File: src/rtl/rtr_pkg.sv
`timescale 1ns/1ps
package rtr_pkg;

  typedef enum logic [2:0] {
    TGT_DRAM   = 3'd0,
    TGT_ROM    = 3'd1,
    TGT_TIMER  = 3'd2,
    TGT_INTC   = 3'd3,
    TGT_SERIAL = 3'd4,
    TGT_BLOCK  = 3'd5,
    TGT_NONE   = 3'd7
  } tgt_e;

  typedef enum logic [1:0] {
    ST_IDLE = 2'd0,
    ST_BUSY = 2'd1,
    ST_RESP = 2'd2
  } seq_st_e;

  localparam logic [63:0] DRAM_BASE = 64'h0000_0000_8000_0000;

  localparam int NWIN = 5;

  localparam logic [63:0] WIN_LO [NWIN] = '{
    64'h0000_1020, 64'h0200_0000, 64'h0C00_0000, 64'h1000_0000, 64'h1000_1000
  };

  localparam logic [63:0] WIN_HI [NWIN] = '{
    64'h0000_1FFF, 64'h0200_FFFF, 64'h0FFF_FFFF, 64'h1000_00FF, 64'h1000_1FFF
  };

  localparam tgt_e WIN_TGT [NWIN] = '{
    TGT_ROM, TGT_TIMER, TGT_INTC, TGT_SERIAL, TGT_BLOCK
  };

endpackage

File: src/rtl/rtr_decode.sv
`timescale 1ns/1ps
module rtr_decode
  import rtr_pkg::*;
#(
  parameter int ADDR_W = 64,
  parameter int OFS_W  = 26
) (
  input  logic [ADDR_W-1:0] addr,
  output tgt_e              tgt,
  output logic [OFS_W-1:0]  ofs
);

  logic [63:0]      a64;
  logic [NWIN-1:0]  hit;
  logic [OFS_W-1:0] wofs [NWIN];

  assign a64 = 64'(addr);

  for (genvar w = 0; w < NWIN; w++) begin : g_win
    assign hit[w]  = (a64 >= WIN_LO[w]) && (a64 <= WIN_HI[w]);
    assign wofs[w] = OFS_W'(a64 - WIN_LO[w]);
  end

  always_comb begin
    tgt = TGT_NONE;
    ofs = '0;
    if (a64 >= DRAM_BASE) begin
      tgt = TGT_DRAM;
    end
    for (int w = 0; w < NWIN; w++) begin
      if (hit[w]) begin
        tgt = WIN_TGT[w];
        ofs = wofs[w];
      end
    end
  end

endmodule

File: src/rtl/rtr_span.sv
`timescale 1ns/1ps
module rtr_span #(
  parameter int ADDR_W = 64,
  parameter int CNT_W  = 3
) (
  input  logic [ADDR_W-1:0] base,
  input  logic [CNT_W-1:0]  idx,
  input  logic [CNT_W-1:0]  last_idx,
  input  logic              mode32,
  output logic [ADDR_W-1:0] cur,
  output logic              no_wrap
);

  localparam int HALF = ADDR_W / 2;

  logic [ADDR_W-1:0] sum;
  logic [ADDR_W:0]   end_full;
  logic [HALF:0]     end_half;

  assign sum      = base + ADDR_W'(idx);
  assign cur      = mode32 ? {{(ADDR_W-HALF){1'b0}}, sum[HALF-1:0]} : sum;
  assign end_full = {1'b0, base} + (ADDR_W+1)'(last_idx);
  assign end_half = {1'b0, base[HALF-1:0]} + (HALF+1)'(last_idx);
  assign no_wrap  = mode32 ? !end_half[HALF] : !end_full[ADDR_W];

endmodule

File: src/rtl/rtr_seq.sv
`timescale 1ns/1ps
module rtr_seq
  import rtr_pkg::*;
#(
  parameter int ADDR_W = 64,
  parameter int DATA_W = 64,
  parameter int SZ_W   = 2,
  parameter int CNT_W  = 3
) (
  input  logic              clk,
  input  logic              rst_n,
  input  logic              mode32,
  input  logic              req_valid,
  output logic              req_ready,
  input  logic [ADDR_W-1:0] req_addr,
  input  logic [SZ_W-1:0]   req_size,
  input  logic              req_write,
  input  logic [DATA_W-1:0] req_wdata,
  output logic              rsp_valid,
  input  logic              rsp_ready,
  output logic [DATA_W-1:0] rsp_rdata,
  output logic              rsp_err,
  output logic [ADDR_W-1:0] base_o,
  output logic              mode32_o,
  output logic [CNT_W-1:0]  idx_o,
  output logic [CNT_W-1:0]  last_o,
  input  tgt_e              tgt,
  input  logic              no_wrap,
  output logic              dram_valid,
  output logic [SZ_W-1:0]   dram_size,
  output logic              dram_write,
  output logic [DATA_W-1:0] dram_wdata,
  input  logic [DATA_W-1:0] dram_rdata,
  output logic              dev_valid,
  output logic              dev_write,
  output logic [7:0]        dev_wdata,
  input  logic [7:0]        dev_rdata
);

  localparam int NB   = DATA_W / 8;
  localparam int HALF = ADDR_W / 2;

  seq_st_e           st_q, st_d;
  logic [ADDR_W-1:0] base_q;
  logic              mode32_q;
  logic [SZ_W-1:0]   size_q;
  logic              write_q;
  logic [DATA_W-1:0] wdata_q;
  logic [CNT_W-1:0]  idx_q, idx_d;
  logic [DATA_W-1:0] data_q, data_d;
  logic              err_q, err_d;

  logic              busy, accept, fast, bad, byte_dram, byte_dev, last;
  logic              cnt_en, data_en, err_en;
  logic [CNT_W-1:0]  last_idx;
  logic [7:0]        wbyte, rbyte;

  function automatic logic [DATA_W-1:0] lane_mask(input logic [CNT_W-1:0] li);
    logic [DATA_W-1:0] m;
    m = '0;
    for (int b = 0; b < NB; b++) begin
      if (CNT_W'(b) <= li) m[8*b +: 8] = 8'hFF;
    end
    return m;
  endfunction

  assign busy      = (st_q == ST_BUSY);
  assign accept    = req_valid && (st_q == ST_IDLE);
  assign last_idx  = CNT_W'((1 << size_q) - 1);
  assign fast      = busy && (idx_q == '0) && (tgt == TGT_DRAM) && no_wrap;
  assign bad       = busy && !fast &&
                     ((tgt == TGT_NONE) || ((tgt == TGT_ROM) && write_q));
  assign byte_dram = busy && !fast && !bad && (tgt == TGT_DRAM);
  assign byte_dev  = busy && !fast && !bad && (tgt != TGT_DRAM);
  assign last      = busy && (fast || bad || (idx_q == last_idx));

  assign wbyte     = 8'(wdata_q >> {idx_q, 3'b000});
  assign rbyte     = byte_dram ? dram_rdata[7:0] : dev_rdata;

  // Transfer outputs
  assign dram_valid = fast || byte_dram;
  assign dram_size  = fast ? size_q : '0;
  assign dram_write = write_q;
  assign dram_wdata = fast ? wdata_q : DATA_W'(wbyte);
  assign dev_valid  = byte_dev;
  assign dev_write  = write_q;
  assign dev_wdata  = wbyte;

  assign req_ready = (st_q == ST_IDLE);
  assign rsp_valid = (st_q == ST_RESP);
  assign rsp_rdata = err_q ? '0 : data_q;
  assign rsp_err   = err_q;

  assign base_o   = base_q;
  assign mode32_o = mode32_q;
  assign idx_o    = idx_q;
  assign last_o   = last_idx;

  // Next state
  always_comb begin
    st_d = st_q;
    unique case (st_q)
      ST_IDLE: if (req_valid) st_d = ST_BUSY;
      ST_BUSY: if (last)      st_d = ST_RESP;
      ST_RESP: if (rsp_ready) st_d = ST_IDLE;
      default:                st_d = ST_IDLE;
    endcase
  end

  always_comb begin
    idx_d  = accept ? '0 : idx_q + 1'b1;
    err_d  = !accept;
    if (accept) begin
      data_d = '0;
    end else if (fast) begin
      data_d = dram_rdata & lane_mask(last_idx);
    end else begin
      data_d = data_q | (DATA_W'(rbyte) << {idx_q, 3'b000});
    end
  end

  assign cnt_en  = accept || (busy && !last);
  assign data_en = accept || (busy && !write_q && (fast || byte_dram || byte_dev));
  assign err_en  = accept || bad;

  // Registers
  always_ff @(posedge clk or negedge rst_n) begin
    if (!rst_n) begin
      st_q     <= ST_IDLE;
      base_q   <= '0;
      mode32_q <= 1'b0;
      size_q   <= '0;
      write_q  <= 1'b0;
      wdata_q  <= '0;
      idx_q    <= '0;
      data_q   <= '0;
      err_q    <= 1'b0;
    end else begin
      st_q <= st_d;
      if (accept) begin
        base_q   <= mode32 ? {{(ADDR_W-HALF){1'b0}}, req_addr[HALF-1:0]} : req_addr;
        mode32_q <= mode32;
        size_q   <= req_size;
        write_q  <= req_write;
        wdata_q  <= req_wdata;
      end
      if (cnt_en)  idx_q  <= idx_d;
      if (data_en) data_q <= data_d;
      if (err_en)  err_q  <= err_d;
    end
  end

  // an accepted request blocks further acceptance next cycle
  a_r8_single_outstanding: assert property (@(posedge clk) disable iff (!rst_n)
    (req_valid && req_ready) |=> !req_ready);

  // response held while not taken
  a_r9_rsp_stable: assert property (@(posedge clk) disable iff (!rst_n)
    (rsp_valid && !rsp_ready) |=> (rsp_valid && $stable(rsp_rdata) && $stable(rsp_err)));

  // never two transfers in one cycle
  a_r5_one_lane: assert property (@(posedge clk) disable iff (!rst_n)
    $onehot0({dram_valid, dev_valid}));

  // a multi-byte DRAM transfer completes the request
  a_r1_full_once: assert property (@(posedge clk) disable iff (!rst_n)
    (dram_valid && (dram_size != '0)) |=> rsp_valid);

endmodule

File: src/rtl/phys_addr_router.sv
`timescale 1ns/1ps
module phys_addr_router
  import rtr_pkg::*;
#(
  parameter int ADDR_W = 64,
  parameter int DATA_W = 64,
  parameter int OFS_W  = 26,
  parameter int SZ_W   = 2
) (
  input  logic              clk,
  input  logic              rst_n,
  input  logic              mode32,
  input  logic              req_valid,
  output logic              req_ready,
  input  logic [ADDR_W-1:0] req_addr,
  input  logic [SZ_W-1:0]   req_size,
  input  logic              req_write,
  input  logic [DATA_W-1:0] req_wdata,
  output logic              rsp_valid,
  input  logic              rsp_ready,
  output logic [DATA_W-1:0] rsp_rdata,
  output logic              rsp_err,
  output logic              dram_valid,
  output logic [ADDR_W-1:0] dram_addr,
  output logic [SZ_W-1:0]   dram_size,
  output logic              dram_write,
  output logic [DATA_W-1:0] dram_wdata,
  input  logic [DATA_W-1:0] dram_rdata,
  output logic              dev_valid,
  output logic [2:0]        dev_tgt,
  output logic [OFS_W-1:0]  dev_offset,
  output logic              dev_write,
  output logic [7:0]        dev_wdata,
  input  logic [7:0]        dev_rdata
);

  localparam int CNT_W = $clog2(DATA_W / 8);

  logic [ADDR_W-1:0] base, cur;
  logic              mode32_q, no_wrap;
  logic [CNT_W-1:0]  idx, last_idx;
  tgt_e              tgt;
  logic [OFS_W-1:0]  ofs;

  rtr_span #(.ADDR_W(ADDR_W), .CNT_W(CNT_W)) u_span (
    .base     (base),
    .idx      (idx),
    .last_idx (last_idx),
    .mode32   (mode32_q),
    .cur      (cur),
    .no_wrap  (no_wrap)
  );

  rtr_decode #(.ADDR_W(ADDR_W), .OFS_W(OFS_W)) u_decode (
    .addr (cur),
    .tgt  (tgt),
    .ofs  (ofs)
  );

  rtr_seq #(.ADDR_W(ADDR_W), .DATA_W(DATA_W), .SZ_W(SZ_W), .CNT_W(CNT_W)) u_seq (
    .clk        (clk),
    .rst_n      (rst_n),
    .mode32     (mode32),
    .req_valid  (req_valid),
    .req_ready  (req_ready),
    .req_addr   (req_addr),
    .req_size   (req_size),
    .req_write  (req_write),
    .req_wdata  (req_wdata),
    .rsp_valid  (rsp_valid),
    .rsp_ready  (rsp_ready),
    .rsp_rdata  (rsp_rdata),
    .rsp_err    (rsp_err),
    .base_o     (base),
    .mode32_o   (mode32_q),
    .idx_o      (idx),
    .last_o     (last_idx),
    .tgt        (tgt),
    .no_wrap    (no_wrap),
    .dram_valid (dram_valid),
    .dram_size  (dram_size),
    .dram_write (dram_write),
    .dram_wdata (dram_wdata),
    .dram_rdata (dram_rdata),
    .dev_valid  (dev_valid),
    .dev_write  (dev_write),
    .dev_wdata  (dev_wdata),
    .dev_rdata  (dev_rdata)
  );

  assign dram_addr  = cur - ADDR_W'(DRAM_BASE);
  assign dev_tgt    = tgt;
  assign dev_offset = ofs;

  // the ROM window never sees a write strobe
  a_r3_rom_read_only: assert property (@(posedge clk) disable iff (!rst_n)
    (dev_valid && (dev_tgt == 3'(TGT_ROM))) |-> !dev_write);

  // nothing is issued while a response is pending
  a_r7_quiet_resp: assert property (@(posedge clk) disable iff (!rst_n)
    rsp_valid |-> !(dram_valid || dev_valid));

endmodule

File: config.mk
export PLATFORM = sky130hd
export DESIGN_NAME = phys_addr_router
export DESIGN_NICKNAME = d
export VERILOG_FILES = /design/src/rtl/rtr_pkg.sv /design/src/rtl/rtr_decode.sv /design/src/rtl/rtr_span.sv /design/src/rtl/rtr_seq.sv /design/src/rtl/phys_addr_router.sv
export SDC_FILE = /design/constraint.sdc
export NUM_CORES = 1
export LEC_CHECK = 0
export ABC_AREA = 1
export BUFFER_PORTS_ARGS = -buffer_cell sky130_fd_sc_hd__buf_2
export CORE_MARGIN = 3
export CORE_UTILIZATION = 46
export CTS_CLUSTER_DIAMETER = 30
export CTS_CLUSTER_SIZE = 16
export DETAILED_ROUTE_END_ITERATION = 6
export PLACE_DENSITY_LB_ADDON = 0.15
export SLEW_MARGIN = 15
export SYNTH_ARGS = -nofsm -noshare
export SYNTH_HDL_FRONTEND = slang
export SYNTH_SLANG_ARGS = --single-unit
File: constraint.sdc
create_clock -name clk -period 4.93 [get_ports clk]
set_clock_uncertainty 0.05 [all_clocks]
set_input_delay 0.2465 -clock clk [delete_from_list [all_inputs] [get_ports clk]]
set_output_delay 0.2465 -clock clk [all_outputs]
set_load 0.03 [all_outputs]
==> impl_metrics.py <==
metrics = {
    "run_status": {
        "outcome": "completed",
    },
    "power": {
        "vdd_ir_drop_max_mv": 0.5667,
        "report.power.total_uw": 17280,
        "power_leakage_uw": 0.01143,
        "power.density_nw_per_um2": 771.8,
    },
    "worst_hold_path": {
        "worstHoldStart": "dram_rdata[39]",
        "min_path_type": "in -> reg",
        "hold_depth": 5,
        "hold_end": "u_seq.data_q[39]$_DFFE_PN0P_",
    },
    "grt": {
        "antenna_found_initial": 1,
        "grt_pass1_wl_mm": 103.8,
        "grt_pass1_vias": 18967,
        "grt_max_degree": 110,
        "gr-total-overflow": 0,
        "grt_usage": 0.3662,
    },
    "cts": {
        "cts_buffer_depth": 3,
        "root_buffer": "clkbuf_16",
        "cts_tree": "built",
        "clk_pin_slew_worst_paths_ps": 50,
        "cts_max_level": 2,
        "cts_buffers": 57,
        "cts.sinks": 202,
        "clk_latency_ps": 600,
    },
    "worst_setup_path": {
        "endpoint_kind": "primary output",
        "crit_type": "reg -> out",
        "rr_startpoint": "u_seq.base_o[30]$_DFFE_PN0P_",
        "rrSetupSlack_ps": 460,
        "rr_endpoint": "u_seq.data_q[59]$_DFFE_PN0P_",
        "crit_fanout": 11,
        "cp-start-kind": "register",
        "critPathArrivalTime_ps": 4460,
        "required_ps": 4630,
        "r2r_cells": 24,
    },
    "timing": {
        "drv_slew": 0,
        "grt_setup_unrepaired": "yes",
        "fin_crit_sh": 0.9656,
        "worst_pin_slew_ps": 1102,
        "max-slew-margin-rel": 0.2597,
        "max_freq_ghz": 0.2101,
        "hold_viol": 0,
        "timing.final.ws_setup_ps": 169.5,
        "min_period_ps": 4760,
        "setup_viol": 0,
    },
    "placement": {
        "port_buffers": 445,
        "place.gp.congestion": 0.9880,
        "place_hpwl_mm": 48.47,
        "placed_area_um2": 17900,
        "dpl_worst_slack_ps": 86.33,
    },
    "drt": {
        "vias": 19280,
        "wl_per_cell_um": 19.33,
        "first_iter_violations": 1842,
        "drcViolationCount": 0,
        "ant_nets": 0,
        "drt_first_pass_iters": 6,
        "wirelength_mm": 68.46,
        "avgViaCountPerCell": 5.443,
    },
    "flow_run": {
        "maxCapViolations": 0,
    },
    "yosys": {
        "yosysTopAreaCell": "dfrtp_1",
        "syn_area_um2": 15480,
        "synthMuxAreaShare": 0,
        "postSynthAreaPerCell_um2": 6.329,
        "synthAdderAreaFrac": 0.01261,
        "synth_warnings": 0,
        "synth-seq-area-share": 0.3265,
        "synth-main-ff-cell": "dfrtp_1",
        "synth_fp_nets": 2669,
        "synth.area.top_cells": "dfrtp_1 (33%), nand2_1 (19%), nor2_1 (7.2%)",
        "synth_top_area_frac": 0.3265,
        "async_flop_share": 1.000,
        "synth_top_family_by_area": "simple AND/OR/NAND/NOR gates",
        "ys_types": 52,
        "synth_edf_count": 0,
        "synth_compound_area_frac": 0.1208,
        "synthSimpleGateAreaFrac": 0.3952,
        "syn_inst": 2446,
        "synth_xor_area_frac": 0.03274,
        "synth-seq-cells": 202,
    },
    "cells_and_area": {
        "multi_input_area_um2": 9085,
        "layout.nets": 3275,
        "mostFrequentLayoutCells": "nand2_1 (759), buf_2 (434), nor2_1 (270)",
        "drive_above_1_share": 0.2507,
        "final_common_cell": "nand2_1",
        "finish.utilization": 0.6812,
        "num-fill-cells": 2986,
        "synthToLayoutAreaGrowth_pct": 44.64,
        "seqCellArea_um2": 5060,
        "stdcell_area_um2": 22390,
    },
    "floorplan": {
        "dieArea_um2": 35890,
        "die_y_um": 189.4,
        "initial_core_util": 0.4710,
        "design.portCount": 446,
        "die-width_um": 189.4,
        "placementRows": 66,
        "core_um2": 32870,
    },
}
## cell usage after synthesis, types with 4 or more instances
cell,n
a21oi_1,149
a221oi_1,8
a31oi_1,12
buf_1,9
buf_12,4
buf_4,7
buf_6,7
clkbuf_1,87
clkinv_1,8
dfrtp_1,202
dlygate4sd1_1,4
ha_1,14
inv_1,272
inv_2,6
nand2_1,777
nand2_2,32
nand2_4,5
nand3_1,115
nand3_2,7
nand4_1,102
nor2_1,298
nor2_2,18
nor2_4,10
nor3_1,20
o21ai_0,170
or2_2,8
xnor2_1,20
xor2_1,36
## cell families (layout without fill, tap and decap cells)
logic type / after synthesis / in the layout
simple gates: 1407 / 1407
buf+inv: 410 / 1063
compound gates: 355 / 355
flops: 202 / 202
xor+xnor: 57 / 57
fa+ha+maj: 15 / 15
other cells: 0 / 1
## worst max-delay path by stage
stage,startpoint,end,cells after the start
after floorplan,u_seq.base_o[1]$_DFFE_PN0P_,dev_offset[17],23
after global placement,u_seq.base_o[0]$_DFFE_PN0P_,u_seq.data_q[53]$_DFFE_PN0P_,24
after detailed placement,u_seq.base_o[0]$_DFFE_PN0P_,u_seq.data_q[22]$_DFFE_PN0P_,24
after CTS,u_seq.base_o[0]$_DFFE_PN0P_,dram_addr[62],24
after global routing,u_seq.base_o[1]$_DFFE_PN0P_,dram_addr[62],23
final,u_seq.base_o[0]$_DFFE_PN0P_,dram_valid,25
## layer usage
metal / vias to the layer above / global-route usage / wire [um]
met5: - / 0 / 15
met4: 2 / 0.2061 / 4058
met3: 222 / 0.06443 / 5335
met2: 1034 / 0.6071 / 32200
met1: 9003 / 0.4510 / 26850
li1: 9019 / - / -
## per-stage QoR
stage	hold WS (ps)	TNS [ps]	instances
after floorplan	-99.09	0	2446
after global placement	341.8	0	3240
after detailed placement	336.3	0	3240
after CTS	0.1807	0	3529
after global routing	39.12	-232.0	3541
final	24.15	0	3542
## power by group
part	internal, uW	switching (uW)
logic	2820	7350
registers	2450	610
clock network	2870	1180
## layout make-up
class	count	area share
flip-flops and latches	202	0.2260
well taps	442	0.02470
diodes	1	0.0001118
repair buffers	669	0.1996
clock inverters	33	0.02280
inverters	288	0.04884
multi-input cells	1834	0.4058
clock buffers	73	0.07220
## state kept, by name (all words and copies together) (netlist names)
register / cells
u_seq.data_q: 64
u_seq.base_o: 64
u_seq.size_q: 2
u_seq.st_q: 2
u_seq.idx_o: 3
u_seq.wdata_q: 64
u_seq.rsp_err: 1
u_seq.mode32_o: 1
u_seq.dev_write: 1
## critical path, stage by stage, from the launching register on
cell	delay [ps]
dfrtp_1	420
ha_4	190
fa_2	400
nand2_1	80
nand2_1	70
nand2_2	170
xnor2_2	160
inv_1	110
ha_1	170
nand2_1	70
nor2_2	210
nand3_1	110
nor2_1	90
nand2_1	70
nor2_2	120
nand2_1	70
nor2_1	100
nand2_1	130
nand2_2	110
nand3_4	140
nand2_4	120
nor2_4	60
nand2_4	170
nand3_4	160
nand2_1	140
clkbuf_4	200
## repair_timing
item	in CTS	in global routing
endpoints found under the setup margin	97	157
hold endpoints to repair	268	0
pin swaps	3	10
hold buffers	178	0
cloned	1	0
setup buffers	4	12
resized for setup	29	86
Power figures use the tool's default switching activity.
